<file path="config.mk">
export PLATFORM = sky130hd
export DESIGN_NAME = bitlogic_unit
export DESIGN_NICKNAME = d
export VERILOG_FILES = /design/src/rtl/lu_pkg.sv /design/src/rtl/lu_decode.sv /design/src/rtl/lu_gates.sv /design/src/rtl/lu_lzc.sv /design/src/rtl/lu_laneq.sv /design/src/rtl/bitlogic_unit.sv
export SDC_FILE = /design/constraint.sdc
export NUM_CORES = 1
export LEC_CHECK = 0
export BUFFER_PORTS_ARGS = -buffer_cell sky130_fd_sc_hd__buf_2
export CELL_PAD_IN_SITES_DETAIL_PLACEMENT = 1
export CELL_PAD_IN_SITES_GLOBAL_PLACEMENT = 2
export CORE_AREA = 10 10 176 129
export DETAILED_ROUTE_END_ITERATION = 7
export DIE_AREA = 0 0 186 139
export GPL_TIMING_DRIVEN = 0
export PLACE_DENSITY_LB_ADDON = 0.1
export SLEW_MARGIN = 20
export SYNTH_ARGS = -nofsm -noshare
export SYNTH_HDL_FRONTEND = slang
export SYNTH_HIERARCHICAL = 1
export SYNTH_SLANG_ARGS = --single-unit
</file>
<file path="constraint.sdc">
create_clock -name vclk -period 6.1
set_input_delay 0.305 -clock vclk [all_inputs]
set_output_delay 0.305 -clock vclk [all_outputs]
set_load 0.05 [all_outputs]
</file>
<file path="src/rtl/lu_pkg.sv">
package lu_pkg;

    localparam int DATA_W  = 32;
    localparam int IMM_W   = 16;
    localparam int LANE_W  = 8;
    localparam int HALF_W  = 16;
    localparam int MAJ_W   = 6;
    localparam int MIN_W   = 10;

    // major opcodes
    localparam logic [MAJ_W-1:0] MAJ_REG    = 6'd31;
    localparam logic [MAJ_W-1:0] MAJ_ORI    = 6'd24;
    localparam logic [MAJ_W-1:0] MAJ_ORI_H  = 6'd25;
    localparam logic [MAJ_W-1:0] MAJ_XORI   = 6'd26;
    localparam logic [MAJ_W-1:0] MAJ_XORI_H = 6'd27;
    localparam logic [MAJ_W-1:0] MAJ_ANDI   = 6'd28;
    localparam logic [MAJ_W-1:0] MAJ_ANDI_H = 6'd29;

    // minor opcodes under MAJ_REG
    localparam logic [MIN_W-1:0] MIN_AND   = 10'd28;
    localparam logic [MIN_W-1:0] MIN_OR    = 10'd444;
    localparam logic [MIN_W-1:0] MIN_XOR   = 10'd316;
    localparam logic [MIN_W-1:0] MIN_NAND  = 10'd476;
    localparam logic [MIN_W-1:0] MIN_NOR   = 10'd124;
    localparam logic [MIN_W-1:0] MIN_XNOR  = 10'd284;
    localparam logic [MIN_W-1:0] MIN_ANDN  = 10'd60;
    localparam logic [MIN_W-1:0] MIN_ORN   = 10'd412;
    localparam logic [MIN_W-1:0] MIN_SXB   = 10'd954;
    localparam logic [MIN_W-1:0] MIN_SXH   = 10'd922;
    localparam logic [MIN_W-1:0] MIN_LZC   = 10'd26;
    localparam logic [MIN_W-1:0] MIN_LANEQ = 10'd508;

    typedef enum logic [3:0] {
        FN_AND,
        FN_OR,
        FN_XOR,
        FN_NAND,
        FN_NOR,
        FN_XNOR,
        FN_ANDN,
        FN_ORN,
        FN_SXB,
        FN_SXH,
        FN_LZC,
        FN_LANEQ,
        FN_NONE
    } lu_fn_e;

    typedef struct packed {
        lu_fn_e fn;
        logic   use_imm;  // operand B taken from the immediate
        logic   imm_hi;   // immediate placed in the upper half
        logic   rec;      // condition update requested
        logic   bad;      // opcode pair not implemented
    } lu_ctrl_t;

    function automatic logic is_gate(lu_fn_e f);
        return (f == FN_AND) || (f == FN_OR) || (f == FN_XOR) ||
               (f == FN_NAND) || (f == FN_NOR) || (f == FN_XNOR) ||
               (f == FN_ANDN) || (f == FN_ORN) || (f == FN_SXB) ||
               (f == FN_SXH);
    endfunction

endpackage

</file>
<file path="src/rtl/lu_decode.sv">
module lu_decode
    import lu_pkg::*;
(
    input  logic [MAJ_W-1:0] op_major,
    input  logic [MIN_W-1:0] op_minor,
    output lu_ctrl_t         ctrl
);

    lu_fn_e reg_fn;
    logic   reg_bad;

    always_comb begin
        reg_bad = 1'b0;
        unique case (op_minor)
            MIN_AND:   reg_fn = FN_AND;
            MIN_OR:    reg_fn = FN_OR;
            MIN_XOR:   reg_fn = FN_XOR;
            MIN_NAND:  reg_fn = FN_NAND;
            MIN_NOR:   reg_fn = FN_NOR;
            MIN_XNOR:  reg_fn = FN_XNOR;
            MIN_ANDN:  reg_fn = FN_ANDN;
            MIN_ORN:   reg_fn = FN_ORN;
            MIN_SXB:   reg_fn = FN_SXB;
            MIN_SXH:   reg_fn = FN_SXH;
            MIN_LZC:   reg_fn = FN_LZC;
            MIN_LANEQ: reg_fn = FN_LANEQ;
            default: begin
                reg_fn  = FN_NONE;
                reg_bad = 1'b1;
            end
        endcase
    end

    always_comb begin
        ctrl = '{fn: FN_NONE, use_imm: 1'b0, imm_hi: 1'b0, rec: 1'b0, bad: 1'b1};
        unique case (op_major)
            MAJ_REG: begin
                ctrl.fn  = reg_fn;
                ctrl.bad = reg_bad;
            end
            MAJ_ORI, MAJ_ORI_H: begin
                ctrl = '{fn: FN_OR, use_imm: 1'b1, imm_hi: op_major[0], rec: 1'b0, bad: 1'b0};
            end
            MAJ_XORI, MAJ_XORI_H: begin
                ctrl = '{fn: FN_XOR, use_imm: 1'b1, imm_hi: op_major[0], rec: 1'b0, bad: 1'b0};
            end
            MAJ_ANDI, MAJ_ANDI_H: begin
                ctrl = '{fn: FN_AND, use_imm: 1'b1, imm_hi: op_major[0], rec: 1'b1, bad: 1'b0};
            end
            default: ;
        endcase
    end

    always_comb begin
        if (ctrl.use_imm) begin
            AST_IMM_NOT_REG: assert (op_major != MAJ_REG);
        end
    end

endmodule

</file>
<file path="src/rtl/lu_gates.sv">
module lu_gates
    import lu_pkg::*;
#(
    parameter int W    = DATA_W,
    parameter int SX_A = LANE_W,
    parameter int SX_B = HALF_W
) (
    input  lu_fn_e       fn,
    input  logic [W-1:0] a,
    input  logic [W-1:0] b,
    output logic [W-1:0] y
);

    localparam int PAD_A = W - SX_A;
    localparam int PAD_B = W - SX_B;

    logic [W-1:0] sx_a;
    logic [W-1:0] sx_b;

    assign sx_a = {{PAD_A{a[SX_A-1]}}, a[SX_A-1:0]};
    assign sx_b = {{PAD_B{a[SX_B-1]}}, a[SX_B-1:0]};

    always_comb begin
        unique case (fn)
            FN_AND:  y = a & b;
            FN_OR:   y = a | b;
            FN_XOR:  y = a ^ b;
            FN_NAND: y = ~(a & b);
            FN_NOR:  y = ~(a | b);
            FN_XNOR: y = ~(a ^ b);
            FN_ANDN: y = a & ~b;
            FN_ORN:  y = a | ~b;
            FN_SXB:  y = sx_a;
            FN_SXH:  y = sx_b;
            default: y = '0;
        endcase
    end

    always_comb begin
        if (fn == FN_SXB) begin
            AST_SXB_LOW_KEPT: assert (y[SX_A-1:0] == a[SX_A-1:0]);
        end
    end

endmodule

</file>
<file path="src/rtl/lu_lzc.sv">
module lu_lzc #(
    parameter int W     = 32,
    localparam int CW   = $clog2(W + 1)
) (
    input  logic [W-1:0]  a,
    output logic [CW-1:0] cnt
);

    always_comb begin
        cnt = CW'(W);
        for (int i = 0; i < W; i++) begin
            if (a[i]) cnt = CW'(W - 1 - i);
        end
    end

    always_comb begin
        AST_LZC_RANGE: assert (int'(cnt) <= W);
        if (int'(cnt) < W) begin
            AST_LZC_LEAD_ONE: assert (a[W - 1 - int'(cnt)] == 1'b1);
        end
    end

endmodule

</file>
<file path="src/rtl/lu_laneq.sv">
module lu_laneq #(
    parameter int W      = 32,
    parameter int LANE   = 8,
    localparam int NLANE = W / LANE
) (
    input  logic [W-1:0] a,
    input  logic [W-1:0] b,
    output logic [W-1:0] y
);

    for (genvar g = 0; g < NLANE; g++) begin : g_lane
        logic hit;
        assign hit = (a[g*LANE +: LANE] == b[g*LANE +: LANE]);
        assign y[g*LANE +: LANE] = {LANE{hit}};
    end

endmodule

</file>
<file path="src/rtl/bitlogic_unit.sv">
module bitlogic_unit
    import lu_pkg::*;
(
    input  logic [5:0]  op_major,
    input  logic [9:0]  op_minor,
    input  logic [31:0] src_s,
    input  logic [31:0] src_b,
    input  logic [15:0] imm,
    output logic [31:0] result,
    output logic        cond_rec,
    output logic        bad_op
);

    localparam int CW    = $clog2(DATA_W + 1);
    localparam int SHIFT = DATA_W - IMM_W;

    lu_ctrl_t          ctrl;
    logic [DATA_W-1:0] imm_lo;
    logic [DATA_W-1:0] imm_up;
    logic [DATA_W-1:0] opnd_b;
    logic [DATA_W-1:0] gate_y;
    logic [DATA_W-1:0] laneq_y;
    logic [CW-1:0]     lzc_cnt;

    lu_decode u_dec (
        .op_major (op_major),
        .op_minor (op_minor),
        .ctrl     (ctrl)
    );

    assign imm_lo = {{SHIFT{1'b0}}, imm};
    assign imm_up = {imm, {SHIFT{1'b0}}};
    assign opnd_b = !ctrl.use_imm ? src_b : (ctrl.imm_hi ? imm_up : imm_lo);

    lu_gates #(.W(DATA_W), .SX_A(LANE_W), .SX_B(HALF_W)) u_gates (
        .fn (ctrl.fn),
        .a  (src_s),
        .b  (opnd_b),
        .y  (gate_y)
    );

    lu_lzc #(.W(DATA_W)) u_lzc (
        .a   (src_s),
        .cnt (lzc_cnt)
    );

    lu_laneq #(.W(DATA_W), .LANE(LANE_W)) u_laneq (
        .a (src_s),
        .b (opnd_b),
        .y (laneq_y)
    );

    always_comb begin
        if (ctrl.bad)                 result = '0;
        else if (is_gate(ctrl.fn))    result = gate_y;
        else if (ctrl.fn == FN_LZC)   result = {{(DATA_W-CW){1'b0}}, lzc_cnt};
        else if (ctrl.fn == FN_LANEQ) result = laneq_y;
        else                          result = '0;
    end

    assign cond_rec = ctrl.rec;
    assign bad_op   = ctrl.bad;

    always_comb begin
        if (bad_op) begin
            AST_BAD_ZERO: assert (result == '0);
        end
        if (cond_rec) begin
            AST_REC_KNOWN: assert (!bad_op && op_major[5:1] == 5'd14);
        end
        if (!bad_op && op_major == MAJ_REG && op_minor == MIN_LANEQ && src_s == src_b) begin
            AST_LANEQ_SELF: assert (result == '1);
        end
    end

endmodule

</file>
### After elaboration in Yosys (flattened, before gate mapping)

Index checks and enable logic that the tools add are counted.
W data, S select, Z words.

| operators by class | value |
|---|---|
| equality and inequality tests | 34 |
| multiplexer cells | 44 |
| bitwise operators | 9 |
| reductions and logical operators | 16 |

Operators with widths:

| cell | number |
|---|---|
| $pmux W32 S10 | 1 |
| $mux W32 | 6 |
| $mux W6 | 32 |
| $not A32 Y32 | 4 |
| $and A32 B32 Y32 | 2 |
| $or A32 B32 Y32 | 2 |
| $eq A10 B9 Y1 const B | 6 |
| $pmux W4 S12 | 1 |
| $eq A6 B5 Y1 const B | 7 |
| $eq A8 B8 Y1 | 4 |
| $xor A32 B32 Y32 | 1 |
| $eq A10 B10 Y1 const B | 2 |
| $eq A10 B5 Y1 const B | 2 |
| $eq A4 B3 Y1 const B | 4 |
| $eq A4 B4 Y1 const B | 4 |
| $pmux W4 S4 | 1 |
| $reduce_or A12 Y1 | 1 |
| $eq A10 B6 Y1 const B | 1 |
| $eq A10 B7 Y1 const B | 1 |
| $logic_or A1 B1 Y1 | 9 |
| $eq A4 B2 Y1 const B | 2 |
| $pmux W3 S2 | 1 |
| $reduce_or A2 Y1 | 3 |
| $reduce_or A6 Y1 | 1 |
| other kinds (5) | 5 |

| word-level totals | value |
|---|---|
| bits in registers | 0 |
| logic and storage cells | 103 |

### Depth between registers and ports, before layout

| logic depth | value |
|---|---|
| depth in word-level cells | 35 |
| depth in mapped cells | 15 |

### Cells and area by module

Netlist, hierarchy kept.

By module, submodules not included:

| module | instances | cells an instance | area each (µm²) | sequential area each (µm²) |
|---|---|---|---|---|
| lu_gates | 1 | 542 | 4,345.4 | 0.0 |
| bitlogic_unit | 1 | 198 | 1,183.6 | 0.0 |
| lu_laneq | 1 | 76 | 585.6 | 0.0 |
| lu_lzc | 1 | 65 | 367.9 | 0.0 |
| lu_decode | 1 | 47 | 331.6 | 0.0 |

### Least setup slack after synthesis

OpenSTA, ideal clock, no wires.

| timing | value |
|---|---|
| path type | input port to output port |
| from | input op_minor[7] |
| to | output result[12] |
| arrival | 3,643 ps |
| slack | 2,152 ps |
| stages on the path | 11 |
| buffers on the path | 3 |
| cell sequence | buf_6 > or4_4 > or4b_4 > a31o_1 > a21oi_2 > buf_4 > buf_8 > mux4_2 > o211ai_1 > a22oi_2 > nor2_1 |

RTL lines:

| element | line | text |
|---|---|---|
| start, declared | bitlogic_unit.sv:5 | `input logic [9:0] op_minor,` |
| end, declared | bitlogic_unit.sv:9 | `output logic [31:0] result,` |

==> impl_metrics.prom <==
# TYPE chip_impl_metric gauge
chip_impl_info{name="most_frequent_cells_in_the_layout",value="buf_2, ha_1, inv_1, nand2_1, nor2_1"} 1
chip_impl_metric{name="synth.yosys.warnings",unit=""} 6
chip_impl_metric{name="post-route-drc-count",unit=""} 0
chip_impl_metric{name="fmax",unit="MHz"} 215
chip_impl_metric{name="grtUsageTotal",unit=""} 0.219
chip_impl_metric{name="post_synth_num_cell_types",unit=""} 81
chip_impl_metric{name="slowest_delay",unit="ns"} 0.55
chip_impl_metric{name="whs",unit="ns"} 1.01
chip_impl_metric{name="yosysTopAreaCellShare",unit=""} 0.235
chip_impl_metric{name="mappedNetlistArea",unit="um2"} 6810
chip_impl_info{name="path_cells",value="buf_2 -> or4_4 -> or4b_4 -> a31o_1 -> a21oi_2 -> buf_4 -> buf_8 -> buf_6 -> nor2b_1 -> a21oi_1 -> o221ai_1 -> nand2b_2 -> a21oi_1 -> a221o_1 -> buf_2"} 1
chip_impl_metric{name="worst-path-max-fanout",unit=""} 10
chip_impl_metric{name="cts-resized-gates",unit=""} 0
chip_impl_metric{name="timing.final.crit_period",unit="ns"} 4.66
chip_impl_metric{name="violation_count_after_the_first_detailed_routing_iteration",unit=""} 547
chip_impl_metric{name="placedCellCount",unit=""} 1304
chip_impl_metric{name="power.density",unit="nW/um2"} 50.5
chip_impl_metric{name="ant_nets",unit=""} 0
chip_impl_metric{name="gp_congestion",unit=""} 0.911
chip_impl_metric{name="fp.dieW",unit="um"} 186
chip_impl_info{name="setup_repair_after_global_routing_missed_its_margin",value="false"} 1
chip_impl_metric{name="grt_pass1_vias",unit=""} 7283
chip_impl_metric{name="p_leak",unit="uW"} 0.00366
chip_impl_metric{name="timing.max_slew.rel_slack",unit=""} 0.225
chip_impl_metric{name="area.growth.synth_to_final",unit="%"} 14.1
chip_impl_metric{name="layout_worst_path_cycle_share",unit=""} 0.763
chip_impl_metric{name="critical_path_arrival",unit="ns"} 4.35
chip_impl_metric{name="io_pins",unit=""} 130
chip_impl_metric{name="setup_viol_count_final",unit=""} 0
chip_impl_metric{name="post-dp-hpwl",unit="um"} 24600
chip_impl_metric{name="dr.pass1.iters",unit=""} 5
chip_impl_info{name="timing.critical_path.from",value="op_minor[5]"} 1
chip_impl_metric{name="max_cap_violations",unit=""} 0
chip_impl_metric{name="port_buffer_count",unit=""} 129
chip_impl_info{name="min_from",value="op_major[1]"} 1
chip_impl_metric{name="placement.cell_area",unit="um2"} 7770
chip_impl_metric{name="slew_violations",unit=""} 0
chip_impl_metric{name="via_count",unit=""} 7291
chip_impl_metric{name="report.final.hold_viol_count",unit=""} 0
chip_impl_metric{name="cts_setup_buffers",unit=""} 0
chip_impl_info{name="worst_setup_ep_type",value="output port"} 1
chip_impl_metric{name="overflow_left_after_global_routing",unit=""} 0
chip_impl_metric{name="worstPathRequired",unit="ns"} 5.79
chip_impl_info{name="holdCritPathClass",value="in -> out"} 1
chip_impl_metric{name="cp_num_buf_inv",unit=""} 5
chip_impl_metric{name="drt-wirelength-per-cell",unit="um"} 22.8
chip_impl_metric{name="final_core_utilization",unit=""} 0.401
chip_impl_metric{name="instances_no_fill",unit=""} 1304
chip_impl_metric{name="fp-row-count",unit=""} 43
chip_impl_metric{name="syn_nets",unit=""} 1152
chip_impl_metric{name="worst_ir_drop_vdd",unit="mV"} 0.0228
chip_impl_metric{name="route.detailed.vias_per_inst",unit=""} 5.59
chip_impl_metric{name="die_height",unit="um"} 139
chip_impl_metric{name="drive_gt1_frac",unit=""} 0.258
chip_impl_info{name="synth.top_cells.by_area",value="ha_1, inv_1, mux2i_1, xnor2_1, buf_4"} 1
chip_impl_metric{name="area.sequential",unit="um2"} 0
chip_impl_metric{name="finalNetCount",unit=""} 1283
chip_impl_metric{name="core_region_area",unit="um2"} 19400
chip_impl_metric{name="fin_tns_setup",unit="ns"} 0
chip_impl_metric{name="grt_start_max_net_pins",unit=""} 11
chip_impl_metric{name="wire_length_of_the_first_global_routing_pass",unit="um"} 44700
chip_impl_info{name="status",value="complete, no violations"} 1
chip_impl_info{name="startpoint_type",value="input pin"} 1
chip_impl_info{name="final_common_cell",value="buf_2"} 1
chip_impl_metric{name="seq_area_frac_synth",unit=""} 0
chip_impl_metric{name="syn-mean-instance-area",unit="um2"} 7.34
chip_impl_info{name="category_of_cells_accounting_for_the_largest_share_of_critical_path_delay",value="simple AND/OR/NAND/NOR gates"} 1
chip_impl_metric{name="cts_stage_hold_buffer_count",unit=""} 0
chip_impl_metric{name="dieArea",unit="um2"} 25900
chip_impl_metric{name="n_clock_buffer",unit=""} 0
chip_impl_metric{name="worst_slew_pin_slew",unit="ns"} 1.15
chip_impl_metric{name="nFlopsAndLatches",unit=""} 0
chip_impl_metric{name="antenna_cells_inserted",unit=""} 0
chip_impl_metric{name="final_cell_area",unit="um2"} 7770
chip_impl_info{name="critPathSlowestCell",value="or4_4"} 1
chip_impl_info{name="synth.largest_area_cell",value="ha_1"} 1
chip_impl_info{name="worst-setup-path-type",value="in -> out"} 1
chip_impl_metric{name="initial_antenna_violation_count",unit=""} 2
chip_impl_metric{name="initial_utilization",unit=""} 0.352
chip_impl_metric{name="synth_cells",unit=""} 928
chip_impl_metric{name="detail_route.wirelength",unit="um"} 29800
[kinds of logic (layout without fill, tap and decap cells)]
group | count (synthesis) | in the layout | share of synthesized area
AO/OA/AOI/OAI | 273 | 273 | 0.293
XOR/XNOR | 32 | 32 | 0.0411
adder cells (fa/ha/maj) | 128 | 128 | 0.235
buffers and inverters | 201 | 330 | 0.160
multiplexers | 51 | 51 | 0.0795
AND/OR/NAND/NOR | 243 | 243 | 0.192
[final timing paths]
path                        end  slack [ns]  cells past startpoint
worst max-delay path  result[3]        1.44                     15
worst min-delay path   cond_rec        1.01                      3
[power by group]
| part | leakage, uW | internal, uW | switching, uW | total, uW |
|---|---|---|---|---|
| Combinational | 0.00366 | 154 | 239 | 393 |
| Sequential | 0 | 0 | 0 | 0 |
| Clock | 0 | 0 | 0 | 0 |
| Total | 0.00366 | 154 | 239 | 393 |
[worst min-delay path, cell delays in order]
cell	delay, ns
buf_2	0.14
nor3b_1	0.06
buf_2	0.20
[routing by layer]
| layer | track usage | wire length [um] |
|---|---|---|
| met1 | 0.340 | 15200 |
| met2 | 0.303 | 11600 |
| met3 | 0.0414 | 2500 |
| met4 | 0.0279 | 480 |
| met5 | 0 | 7 |
[through the flow]
| stage | power [uW] | worst slack [ns] |
|---|---|---|
| after floorplan | 237 | 2.15 |
| after global placement | 378 | 1.47 |
| after detailed placement | 384 | 1.49 |
| after CTS | 386 | 1.48 |
| after global routing | 432 | 1.24 |
| final | 393 | 1.44 |
[cells in the mapped netlist, types with 6 or more instances]
cell	n
ha_1	128
inv_1	109
nand2_1	62
nor2_1	61
a21oi_1	42
buf_4	37
mux2i_1	35
xnor2_1	32
o21ai_1	30
buf_2	26
o22ai_1	26
a2bb2oi_1	23
o21ai_0	23
a22oi_2	20
buf_6	17
mux2_2	15
nand4_1	15
a22oi_1	14
or3_1	14
nor3_1	12
o211ai_1	11
nor4_1	9
a211oi_1	8
a311oi_1	8
nand2b_2	8
nor2b_1	8
a221o_1	7
a31oi_1	7
clkbuf_1	7
nand3_1	7
nand2b_1	6
o221ai_1	6
o22a_1	6
o31ai_1	6
[cell type report]
class	instances	area, um2
Timing Repair Buffer	129	646
Buffer	92	678
Inverter	109	409
Fill cell	2488	11600
Tap cell	247	309
Multi-Input combinational cell	727	5730
Power figures use the tool's default switching activity.
